$ cat src/rtl/sbrf_pkg.sv
// Package: shared mode-state type for the banked shadow register file.
// Assumes: nothing beyond IEEE 1800-2017 packed structs.
package sbrf_pkg;

    // Mode state held by the status unit.
    typedef struct packed {
        logic sup;  // supervisor flag
        logic esr;  // shadow-bank enable
    } sbrf_mode_t;

    // Reset value of the mode state: supervisor, shadows aliased.
    localparam sbrf_mode_t SBRF_MODE_RST = '{sup: 1'b1, esr: 1'b0};

endpackage

$ cat src/rtl/sbrf_status.sv
// Module: sbrf_status
// Holds the supervisor and shadow-enable flags. It decodes them from a
// status word and raises swap_go when a write flips the supervisor flag
// while the currently held enable is set.
// Assumes: the bit positions given by the parameters lie inside STAT_W.
module sbrf_status
    import sbrf_pkg::*;
#(
    parameter int unsigned STAT_W  = 32,
    parameter int unsigned S_BIT   = 2,
    parameter int unsigned ESR_BIT = 11
) (
    input  logic              clk,
    input  logic              rst_n,
    input  logic              stat_we,
    input  logic [STAT_W-1:0] stat_wdata,
    output sbrf_mode_t        mode,
    output logic              swap_go
);

    sbrf_mode_t mode_q;

    // Swap request: privilege flip judged against the old enable value.
    always_comb begin
        swap_go = stat_we && mode_q.esr && (stat_wdata[S_BIT] != mode_q.sup);
    end

    // Mode register: loads both flags from the status word.
    always_ff @(posedge clk) begin
        if (!rst_n) begin
            mode_q <= SBRF_MODE_RST;
        end else if (stat_we) begin
            mode_q.sup <= stat_wdata[S_BIT];
            mode_q.esr <= stat_wdata[ESR_BIT];
        end
    end

    assign mode = mode_q;

endmodule

$ cat src/rtl/sbrf_gpr.sv
// Module: sbrf_gpr
// General register storage. Entry 0 is a constant zero. The top NUM_SR
// entries load from the shadow bank when swap_go is high, and that takes
// precedence over the write port.
// Assumes: the top masks writes during a swap and never writes index 0.
module sbrf_gpr #(
    parameter int unsigned DATA_W = 32,
    parameter int unsigned NUM_GR = 8,
    parameter int unsigned NUM_SR = 4,
    localparam int unsigned AW      = $clog2(NUM_GR),
    localparam int unsigned SR_BASE = NUM_GR - NUM_SR
) (
    input  logic                           clk,
    input  logic                           rst_n,
    input  logic                           we,
    input  logic [AW-1:0]                  waddr,
    input  logic [DATA_W-1:0]              wdata,
    input  logic                           swap_go,
    input  logic [NUM_SR-1:0][DATA_W-1:0]  shadow_in,
    output logic [NUM_GR-1:0][DATA_W-1:0]  gr_q
);

    for (genvar g = 0; g < NUM_GR; g++) begin : g_reg
        if (g == 0) begin : g_zero
            // Zero register: constant, never stored.
            assign gr_q[g] = '0;
        end else if (g >= SR_BASE) begin : g_banked
            // Banked entry: swap source first, then the write port.
            always_ff @(posedge clk) begin
                if (!rst_n)                      gr_q[g] <= '0;
                else if (swap_go)                gr_q[g] <= shadow_in[g-SR_BASE];
                else if (we && waddr == AW'(g))  gr_q[g] <= wdata;
            end
        end else begin : g_plain
            // Plain entry: write port only.
            always_ff @(posedge clk) begin
                if (!rst_n)                      gr_q[g] <= '0;
                else if (we && waddr == AW'(g))  gr_q[g] <= wdata;
            end
        end
    end

endmodule

$ cat src/rtl/sbrf_shadow.sv
// Module: sbrf_shadow
// Separate shadow storage. Each entry loads its paired general register
// when swap_go is high, and otherwise takes the write port.
// Assumes: the top only enables writes here while the shadow bank is on.
module sbrf_shadow #(
    parameter int unsigned DATA_W = 32,
    parameter int unsigned NUM_SR = 4,
    localparam int unsigned AW = $clog2(NUM_SR)
) (
    input  logic                           clk,
    input  logic                           rst_n,
    input  logic                           we,
    input  logic [AW-1:0]                  waddr,
    input  logic [DATA_W-1:0]              wdata,
    input  logic                           swap_go,
    input  logic [NUM_SR-1:0][DATA_W-1:0]  gpr_in,
    output logic [NUM_SR-1:0][DATA_W-1:0]  sr_q
);

    for (genvar k = 0; k < NUM_SR; k++) begin : g_sreg
        // Shadow entry: swap source first, then the write port.
        always_ff @(posedge clk) begin
            if (!rst_n)                      sr_q[k] <= '0;
            else if (swap_go)                sr_q[k] <= gpr_in[k];
            else if (we && waddr == AW'(k))  sr_q[k] <= wdata;
        end
    end

endmodule

$ cat src/rtl/shadow_bank_rf.sv
// Module: shadow_bank_rf (top)
// Register file with user/supervisor shadow banking. Shadow indices alias
// the upper general registers while banking is off, and are swapped with
// them on each privilege flip while banking is on.
// Assumes: one write per port per cycle; reads are combinational.
module shadow_bank_rf
    import sbrf_pkg::*;
#(
    parameter int unsigned DATA_W  = 32,
    parameter int unsigned NUM_GR  = 8,
    parameter int unsigned NUM_SR  = 4,
    parameter int unsigned STAT_W  = 32,
    parameter int unsigned S_BIT   = 2,
    parameter int unsigned ESR_BIT = 11,
    localparam int unsigned GR_AW   = $clog2(NUM_GR),
    localparam int unsigned SR_AW   = $clog2(NUM_SR),
    localparam int unsigned SR_BASE = NUM_GR - NUM_SR
) (
    input  logic              clk,
    input  logic              rst_n,
    input  logic [GR_AW-1:0]  gr_raddr,
    output logic [DATA_W-1:0] gr_rdata,
    input  logic              gr_we,
    input  logic [GR_AW-1:0]  gr_waddr,
    input  logic [DATA_W-1:0] gr_wdata,
    input  logic [SR_AW-1:0]  sr_raddr,
    output logic [DATA_W-1:0] sr_rdata,
    input  logic              sr_we,
    input  logic [SR_AW-1:0]  sr_waddr,
    input  logic [DATA_W-1:0] sr_wdata,
    input  logic              stat_we,
    input  logic [STAT_W-1:0] stat_wdata,
    output logic              sup_mode,
    output logic              shadow_en
);

    sbrf_mode_t                     mode;
    logic                           swap_go;
    logic [NUM_GR-1:0][DATA_W-1:0]  gr_vec;
    logic [NUM_SR-1:0][DATA_W-1:0]  sr_vec;
    logic                           gr_port_hit;
    logic                           alias_hit;
    logic                           g_we;
    logic [GR_AW-1:0]               g_waddr;
    logic [DATA_W-1:0]              g_wdata;
    logic                           s_we;

    sbrf_status #(
        .STAT_W (STAT_W),
        .S_BIT  (S_BIT),
        .ESR_BIT(ESR_BIT)
    ) u_status (
        .clk       (clk),
        .rst_n     (rst_n),
        .stat_we   (stat_we),
        .stat_wdata(stat_wdata),
        .mode      (mode),
        .swap_go   (swap_go)
    );

    // Write steering: general port beats the alias path; status blocks both.
    always_comb begin
        gr_port_hit = gr_we && (gr_waddr != '0);
        alias_hit   = sr_we && !mode.esr;
        g_we        = !stat_we && (gr_port_hit || alias_hit);
        g_waddr     = gr_port_hit ? gr_waddr
                                  : GR_AW'(SR_BASE) + GR_AW'(sr_waddr);
        g_wdata     = gr_port_hit ? gr_wdata : sr_wdata;
        s_we        = !stat_we && sr_we && mode.esr;
    end

    sbrf_gpr #(
        .DATA_W(DATA_W),
        .NUM_GR(NUM_GR),
        .NUM_SR(NUM_SR)
    ) u_gpr (
        .clk      (clk),
        .rst_n    (rst_n),
        .we       (g_we),
        .waddr    (g_waddr),
        .wdata    (g_wdata),
        .swap_go  (swap_go),
        .shadow_in(sr_vec),
        .gr_q     (gr_vec)
    );

    sbrf_shadow #(
        .DATA_W(DATA_W),
        .NUM_SR(NUM_SR)
    ) u_shadow (
        .clk    (clk),
        .rst_n  (rst_n),
        .we     (s_we),
        .waddr  (sr_waddr),
        .wdata  (sr_wdata),
        .swap_go(swap_go),
        .gpr_in (gr_vec[NUM_GR-1:SR_BASE]),
        .sr_q   (sr_vec)
    );

    // Read muxes: shadow index follows the alias when banking is off.
    always_comb begin
        gr_rdata = gr_vec[gr_raddr];
        sr_rdata = mode.esr ? sr_vec[sr_raddr]
                            : gr_vec[GR_AW'(SR_BASE) + GR_AW'(sr_raddr)];
    end

    assign sup_mode  = mode.sup;
    assign shadow_en = mode.esr;

endmodule

$ cat config.mk
export PLATFORM = sky130hd
export DESIGN_NAME = shadow_bank_rf
export DESIGN_NICKNAME = d
export VERILOG_FILES = /design/src/rtl/sbrf_pkg.sv /design/src/rtl/sbrf_status.sv /design/src/rtl/sbrf_gpr.sv /design/src/rtl/sbrf_shadow.sv /design/src/rtl/shadow_bank_rf.sv
export SDC_FILE = /design/constraint.sdc
export NUM_CORES = 1
export LEC_CHECK = 0
export ABC_AREA = 1
export BUFFER_PORTS_ARGS = -buffer_cell sky130_fd_sc_hd__clkbuf_2
export CAP_MARGIN = 20
export CORE_ASPECT_RATIO = 0.8
export CORE_MARGIN = 3
export CORE_UTILIZATION = 29
export DETAILED_ROUTE_END_ITERATION = 6
export GPL_ROUTABILITY_DRIVEN = 0
export SLEW_MARGIN = 20
export SYNTH_ARGS = -nofsm -noshare
export SYNTH_HDL_FRONTEND = slang
export SYNTH_SLANG_ARGS = --single-unit
$ cat constraint.sdc
create_clock -name clk -period 1.74 [get_ports clk]
set_input_delay 0.261 -clock clk [delete_from_list [all_inputs] [get_ports clk]]
set_output_delay 0.261 -clock clk [all_outputs]
set_load 0.005 [all_outputs]
# Word-level counts from Yosys, hierarchy flattened
# Index checks and enable logic that the tools add are counted.
dict set report totals {
  elab_cells 85
  regBits 354
  output_inout_bits 66
}
dict set report op_classes {
  eq_ne 11
  muxes 25
  reduce_logical 31
  n_lt_le_gt_ge 3
  addsub 2
}
# op n
set ops {}
lappend ops {{2-to-1 mux 32 bit} 21}
lappend ops {{binary-select mux 32 bit (select 3 bit)} 2}
lappend ops {{binary-select mux 32 bit (select 2 bit)} 1}
lappend ops {{logical AND 1 bit} 18}
lappend ops {{nonzero test 2 bit} 8}
lappend ops {{== test 3 bit (second input constant)} 4}
lappend ops {{< comparator 3 x 4 -> 1 bit (second input constant)} 2}
lappend ops {{adder 3 x 2 -> 3 bit (first input constant)} 2}
lappend ops {{== test 3 x 2 -> 1 bit (second input constant)} 2}
lappend ops {{== test 2 bit (second input constant)} 2}
lappend ops {{== test 3 x 1 -> 1 bit (second input constant)} 1}
lappend ops {{< comparator 2 x 3 -> 1 bit (second input constant)} 1}
lappend ops {{2-to-1 mux 3 bit} 1}
lappend ops {{nonzero test 3 bit} 1}
lappend ops {{== test 2 x 1 -> 1 bit (second input constant)} 1}
lappend ops {{zero test 1 bit} 2}
lappend ops {{zero test 2 bit} 1}
lappend ops {{logical OR 1 bit} 1}
lappend ops {{!= test 1 bit} 1}

# Logic depth before layout (Yosys ltp)
# Gate-level depths: netlist of run 1.
dict set report depth {
  depth_word 7
  mapped_depth 12
}

# Hierarchy
# From an unflattened synthesis of run 1, not the netlist that was laid out.
dict set report unflattened {
  hier_cells 4427
  hier_area_um2 24110.6
}
# mod cells_per_inst n_inst area_each_um2 seq_area_each_um2
set by_module_without_submodules {}
lappend by_module_without_submodules {sbrf_gpr 1606 1 10376.2 4484.3}
lappend by_module_without_submodules {shadow_bank_rf 1692 1 6944.2 0.0}
lappend by_module_without_submodules {sbrf_shadow 1114 1 6696.4 2562.5}
lappend by_module_without_submodules {sbrf_status 15 1 93.8 40.0}

# Worst setup path before layout of run 1
# Ideal clock, no wire load.
dict set report synth_timing {
  path_type {input to output}
  from {input port gr_raddr[0]}
  to {output port gr_rdata[23]}
  setup_slack_ns 0.206
  t_arrival_ns 1.273
  t_required_ns 1.479
  path_stages 7
  n_path_buf 3
  cell_sequence {buf_2 clkinv_1 buf_2 buf_1 nor3_1 a211oi_1 a31oi_1}
}
dict set report synth_via {
  elab_chain_cells 2
}
# item line_no
set synth_lines {}
lappend synth_lines {{start: declaration} shadow_bank_rf.sv:21} ;# input logic [GR_AW-1:0] gr_raddr,
lappend synth_lines {{binary-select mux 32 bit (select 3 bit)} shadow_bank_rf.sv:103} ;# gr_rdata = gr_vec[gr_raddr];
lappend synth_lines {{2-to-1 mux 32 bit (not written as such)} shadow_bank_rf.sv:103}
lappend synth_lines {{end: declaration} shadow_bank_rf.sv:22} ;# output logic [DATA_W-1:0] gr_rdata,
# Every way passes these cells. The select of a mux whose other input is x is not followed.

# Worst setup path in the final report of run 1
dict set report layout_timing {
  from {register u_status.mode_q (netlist bit u_status.mode[0])}
  to {output port sr_rdata[30]}
}
dict set report layout_via {
  elab_chain_cells 1
}
# item line_no
set layout_lines {}
lappend layout_lines {{start: declaration} sbrf_status.sv:21} ;# sbrf_mode_t mode_q;
lappend layout_lines {{2-to-1 mux 32 bit} shadow_bank_rf.sv:104} ;# sr_rdata = mode.esr ? sr_vec[sr_raddr]
lappend layout_lines {{end: declaration} shadow_bank_rf.sv:27} ;# output logic [DATA_W-1:0] sr_rdata,
# Every way passes these cells.

==> out/results.ini, run 1 <==
[outcome]
outcome = finished with violations
violations = setup timing

[clock_network]
cts.sinks = 354
cts_tree = yes
clockRootBuffer = clkbuf_16
clkLatencyLatePin_ps = 600
clk_pin_slew_worst_paths_ps = 60
htree_num_levels = 2
cts_inserted_buffers = 42
cts_buffer_depth = 3

[critical_path]
path_max_fanout = 6
crit_required_ps = 1480
cp_top_family = buffers and inverters
path_common_cell = buf_6
cp_slowest_cell = dfxtp_2
critical_path_class = flip-flop to output pin
reg2reg_depth = 12
max_stage_delay_ps = 320
worst-path-stages = 7
arrival_ps = 1840
path_cells = buf_6 -> inv_12 -> buf_6 -> buf_16 -> a31oi_4 -> buf_4 -> clkbuf_2
crit_buf_inv = 6
cp-start-kind = flip-flop
cp-end-kind = output pin

[die]
chipWidth_um = 299
core_um2 = 67700
fp-row-count = 85
die_area_um2 = 72000
num_io_pins = 177
start_util_pct = 29.4
fp.dieH_um = 241

[timing]
rsz0062_at_grt = true
slew_viol_final = 0
period_needed_ps = 2100
hold_violations = 0
setup_viol = 317
timing.hold.ws_ps = 40.1
max_freq_mhz = 476
skew_ps = 25.3
fin_setup_tns_ps = -29120
worst_pin_slew_ps = 526
finalWorstSetupSlack_ps = -359
slew-limit-headroom_pct = 64.8
fin_crit_sh_pct = 121

[final_layout]
stdcell_count = 4462
post-route-util_pct = 43.0
antennaDiodeCount = 0
multi_input_area_um2 = 12800
drive_gt1_share_pct = 31.5
fin_nets = 3630
seq_area_um2 = 7190
fillers = 6845
syn2layout_area_growth_pct = 46.1

[place]
post-place-cells = 4274
io_buffer_count = 146
dpl.hpwl_um = 52400
preCtsSetupSlack_ps = -146

[route]
drtPass1Iterations = 7
vias = 23900
drt_wl_total_um = 92900
antenna_left = 0
drt_iter0_markers = 2879
wl_per_cell_um = 20.8
drc = 0
vias_per_cell = 5.36

[yosys]
ys.warnings.count = 0
yosysSeqAreaShare_pct = 35.5
synth.distinct_cells = 27
netlist_area_um2 = 20000
postSynthCellCount = 3241
syn_avg_cell_area_um2 = 6.16
syn_nets = 3352
ys_ff_latch = 354

[grt]
grt_pass1_wl_um = 128000
grt_pass1_vias = 21000
grt_usage_pct = 22.9
antenna_found_initial = 1
grt_max_degree = 94
globalRouteOverflowTotal = 0

[min_path]
worst_hold_path_type = primary input to flip-flop
hold_depth = 3

[power]
vdd_ir_drop_max_mv = 0.700
p_leak_nw = 12.3
p_per_area_nw_per_um2 = 775

[job]
maxCapViolations = 0

## area by class of cell
| cell class | instances | area share [%] |
|---|---|---|
| clock buffers | 59 | 4.24 |
| clock inverters | 15 | 0.601 |
| inverters | 340 | 4.53 |
| multi-input cells | 2290 | 43.9 |
| flip-flops and latches | 354 | 24.6 |
| well taps | 913 | 3.92 |
| repair buffers | 491 | 18.2 |
## placed cells by master (no fill, tap or decap), types with 9 or more instances in the layout
cell type / instances
nor3_2: 24
buf_8: 9
clkbuf_8: 10
dfxtp_1: 277
inv_2: 54
o211ai_1: 34
nand3_2: 60
nand3_1: 192
a31oi_4: 20
nand2_2: 49
buf_6: 27
inv_1: 277
a31oi_1: 34
clkbuf_16: 68
o21ai_1: 66
a21oi_2: 131
o22ai_1: 31
dfxtp_2: 76
buf_4: 202
a31oi_2: 10
clkbuf_2: 91
o21ai_0: 226
nand3_4: 17
nor2_1: 122
nand2_1: 880
o21a_1: 32
nor2_4: 11
a211oi_2: 10
nand2_4: 47
buf_2: 39
a21oi_1: 224
a211oi_1: 19
buf_16: 13
buf_12: 77
o21ai_2: 27
## worst reg2reg max path, cell delays in order, from the launching register on
cell,delay [ps]
dfxtp_2,320
buf_6,130
buf_4,130
buf_6,120
nor2_4,70
a21oi_2,40
nor2_2,120
buf_6,160
nand3_4,130
nand2_8,190
clkbuf_16,210
nand2_1,80
a21oi_1,150
## cell families (layout without fill, tap and decap cells)
group	count (synthesis)	count (layout)	synth area share, %
AOI/OAI and AO/OA	869	869	23.6
buffers and inverters	597	905	11.9
DFF	354	354	35.5
and+or+nand+nor	1421	1421	28.9
## power by group
| part | switching (W) | total [W] | internal, W |
|---|---|---|---|
| Clock | 0.00396 | 0.00938 | 0.00542 |
| Combinational | 0.00281 | 0.00464 | 0.00183 |
| Sequential | 0.000217 | 0.00859 | 0.00838 |
## synthesized netlist by cell type, drive strengths merged
cell	number	share of area, %
a211oi	31	1.2
a21oi	355	8.9
a31oi	64	2.0
buf	82	2.2
clkbuf	175	3.3
clkinv	2	0.038
dfxtp	354	36
inv	338	6.4
nand2	980	19
nand3	269	6.9
nor2	137	2.6
nor3	35	0.88
o211ai	34	1.3
o21a	32	1.2
o21ai	320	8.0
o22ai	32	1.0
o31ai	1	0.038
## repair_timing
action                                  in CTS  in global routing
gates cloned                                12                 28
hold buffers                                 4                  0
resized for setup                          333                516
pin swaps                                   69                118
hold endpoints to repair                     7                  0
endpoints found under the setup margin     220                296
setup buffers                               59                 20
## per-layer routing
metal  vias up  GRT usage (%)  wire, µm
li1      11200              -         -
met1     11000           31.8     38600
met2      1411           34.6     38900
met3       276           5.11     10900
met4         0           9.00      4510
met5         -              0         0
## final timing paths
kind	startpoint	endpoint	slack, ps
max	u_status.mode[0]	sr_rdata[30]	-360
min	stat_we	u_status.mode[1]	40
max reg2reg	u_status.mode[0]	u_gpr.gr_q[164]	-180
min reg2reg	u_gpr.gr_q[104]	u_gpr.gr_q[104]	440
## metrics by stage
stage / power [W] / area, µm²
4_1_cts: 0.0219 / 26500
2_1_floorplan: 0.0105 / 20000
5_1_grt: 0.0233 / 29200
6_report: 0.0226 / 29200
3_3_place_gp: 0.0122 / 23500
3_5_place_dp: 0.0122 / 23500
## registers in the layout, summed over array words and instances (netlist names)
name	count
u_shadow.sr_q	128
u_status.mode	2
u_gpr.gr_q	224
Power figures use the tool's default switching activity.
==> run 2, diff against run 1 <==
Settings changed: SKIP_CTS_REPAIR_TIMING set to 1.
==> run 2 against run 1 <==
The flow still finishes with violations (setup timing). Worst setup slack improved by 0.68 ps. Final cell count fell by 0.45%. Count of clock-buffer cells in the layout did not move. Highest routed layer is now met5.
==> out/results.ini, run 2 (synthesized netlist as in run 1, its figures left out) <==
[outcome]
outcome = finished with violations  ; unchanged
violations = setup timing  ; unchanged

[final_layout]
final_common_cell = nand2_1  ; unchanged
largest_reg_flops = 224  ; unchanged
largest_register = u_gpr.gr_q  ; unchanged
final_cell_mix = 932 x nand2_1, 286 x inv_1, 279 x dfxtp_1  ; was 880 x nand2_1, 277 x inv_1, 277 x dfxtp_1
drive_gt1_share_pct = 26.6  ; was 31.5%
syn2layout_area_growth_pct = 41.1  ; was 46.1%
stdcell_count = 4442  ; was 4462
antennaDiodeCount = 0  ; unchanged
fin_nets = 3610  ; was 3630
post-route-util_pct = 41.6  ; was 43.0%

[critical_path]
cp-start-kind = flip-flop  ; unchanged
cp-end-kind = output pin  ; unchanged
reg2reg_depth = 13  ; was 12
crit_required_ps = 1480  ; about the same
path_max_fanout = 7  ; was 6
critical_path_class = flip-flop to output pin  ; unchanged
worstReg2RegEnd = u_shadow.sr_q[68]  ; was u_gpr.gr_q[164]
arrival_ps = 1840  ; about the same
crit-reg2reg-launch = u_status.mode[1]  ; was u_status.mode[0]
reg2reg_slack_ps = -270  ; was -180 ps

[clock_network]
cts_tree = yes  ; unchanged
clk_pin_slew_worst_paths_ps = 60  ; about the same
clockRootBuffer = clkbuf_16  ; unchanged
clkLatencyLatePin_ps = 600  ; about the same
cts.sinks = 354  ; unchanged
cts_inserted_buffers = 42  ; unchanged
cts_buffer_depth = 3  ; unchanged
htree_num_levels = 2  ; unchanged

[die]
start_util_pct = 29.4  ; unchanged
fp.dieH_um = 241  ; unchanged
num_io_pins = 177  ; unchanged
chipWidth_um = 299  ; unchanged
die_area_um2 = 72000  ; unchanged
core_um2 = 67700  ; unchanged
fp-row-count = 85  ; unchanged

[route]
drc = 0  ; unchanged
vias_per_cell = 5.29  ; was 5.36
drtPass1Iterations = 6  ; was 7
drt_iter0_markers = 2896  ; was 2879
vias = 23500  ; was 23900
drt_wl_total_um = 91200  ; was 92900 µm
wl_per_cell_um = 20.5  ; was 20.8 µm
antenna_left = 0  ; unchanged

[min_path]
min_from = stat_we  ; unchanged
hold_depth = 4  ; was 3
min_to = u_status.mode[0]  ; was u_status.mode[1]
worst_hold_path_type = primary input to flip-flop  ; unchanged

[place]
post-place-cells = 4274  ; unchanged
dpl.hpwl_um = 52400  ; unchanged
io_buffer_count = 146  ; unchanged
preCtsSetupSlack_ps = -146  ; unchanged

[grt]
antenna_found_initial = 2  ; was 1
grt_pass1_vias = 20100  ; was 21000
grt_pass1_wl_um = 121000  ; was 128000 µm
grt_usage_pct = 21.5  ; was 22.9%
grt_max_degree = 94  ; unchanged
globalRouteOverflowTotal = 0  ; unchanged

[timing]
max_freq_mhz = 477  ; was 476 MHz
setup_viol = 306  ; was 317
period_needed_ps = 2100  ; about the same
fin_setup_tns_ps = -38390  ; was -29120 ps
slew-limit-headroom_pct = 63.1  ; was 64.8%
finalWorstSetupSlack_ps = -358  ; was -359 ps
skew_ps = 27.1  ; was 25.3 ps
rsz0062_at_grt = true  ; unchanged
hold_violations = 0  ; unchanged
slew_viol_final = 0  ; unchanged
worst_pin_slew_ps = 551  ; was 526 ps
fin_crit_sh_pct = 121  ; about the same

[power]
p_per_area_nw_per_um2 = 792  ; was 775 nW/µm²
vdd_ir_drop_max_mv = 0.574  ; was 0.700 mV
p_leak_nw = 11.9  ; was 12.3 nW

[job]
maxCapViolations = 0  ; unchanged

-- run 2: cell types whose count changed in the layout (fill, tap and decap cells not counted), sizes merged --
cell	previous run	this run
buf	367	338
bufbuf	4	0
clkbuf	175	186
clkinv	11	13
-- run 2: metrics by stage --
step | total power [W] | hold WS [ps] | cell area, µm²
final | 0.0223 | 27.1 | 28100
after global routing | 0.0230 | 72.6 | 28100
after CTS | 0.0214 | -113 | 24900
after detailed placement | 0.0122 | 436 | 23500
after global placement | 0.0122 | 432 | 23500
after floorplan | 0.0105 | 361 | 20000
-- run 2: worst max-delay path by stage --
stage                      start           endpoint  slack [ps]  cells past startpoint
2_1_floorplan        gr_raddr[0]       gr_rdata[23]         210                      7
3_3_place_gp       stat_wdata[2]  u_shadow.sr_q[98]        -120                     13
3_5_place_dp         sr_raddr[1]       sr_rdata[12]        -150                      9
4_1_cts         u_status.mode[0]        sr_rdata[1]        -490                      6
5_1_grt        u_shadow.sr_q[95]       sr_rdata[31]        -370                      5
6_report        u_status.mode[0]        sr_rdata[8]        -360                      6
-- run 2: area by class of cell --
| type | count | area, µm² |
|---|---|---|
| repair inverters | 2 | 27.5 |
| clock inverters | 15 | 175 |
| repair buffers | 469 | 5120 |
| fillers | 6980 | 39600 |
| well taps | 913 | 1140 |
| inverters | 340 | 1350 |
| clock buffers | 59 | 1240 |
| multi-input cells | 2290 | 11900 |
| flip-flops and latches | 354 | 7190 |
-- run 2: metal layers --
metal / vias to the layer above / global-route usage [%] / share of wire, %
met5: - / 0 / 0.031
met1: 10800 / 30.7 / 42
met2: 1377 / 32.6 / 42
met4: 4 / 7.08 / 4.3
met3: 238 / 3.99 / 12
li1: 11100 / - / -
-- run 2: power by group --
group	internal (W)	total (W)	leakage (nW)	switching [W]
Sequential	0.00837	0.00859	2.90	0.000216
Clock	0.00542	0.00937	0.702	0.00396
Combinational	0.00169	0.00432	8.31	0.00263
Total	0.0155	0.0223	11.9	0.00680
-- run 2: worst max-delay path: stages, from the launching register on --
cell,delay [ps]
dfxtp_2,330
buf_12,150
inv_12,110
clkbuf_16,180
nor2_1,50
a31oi_1,230
buf_2,170
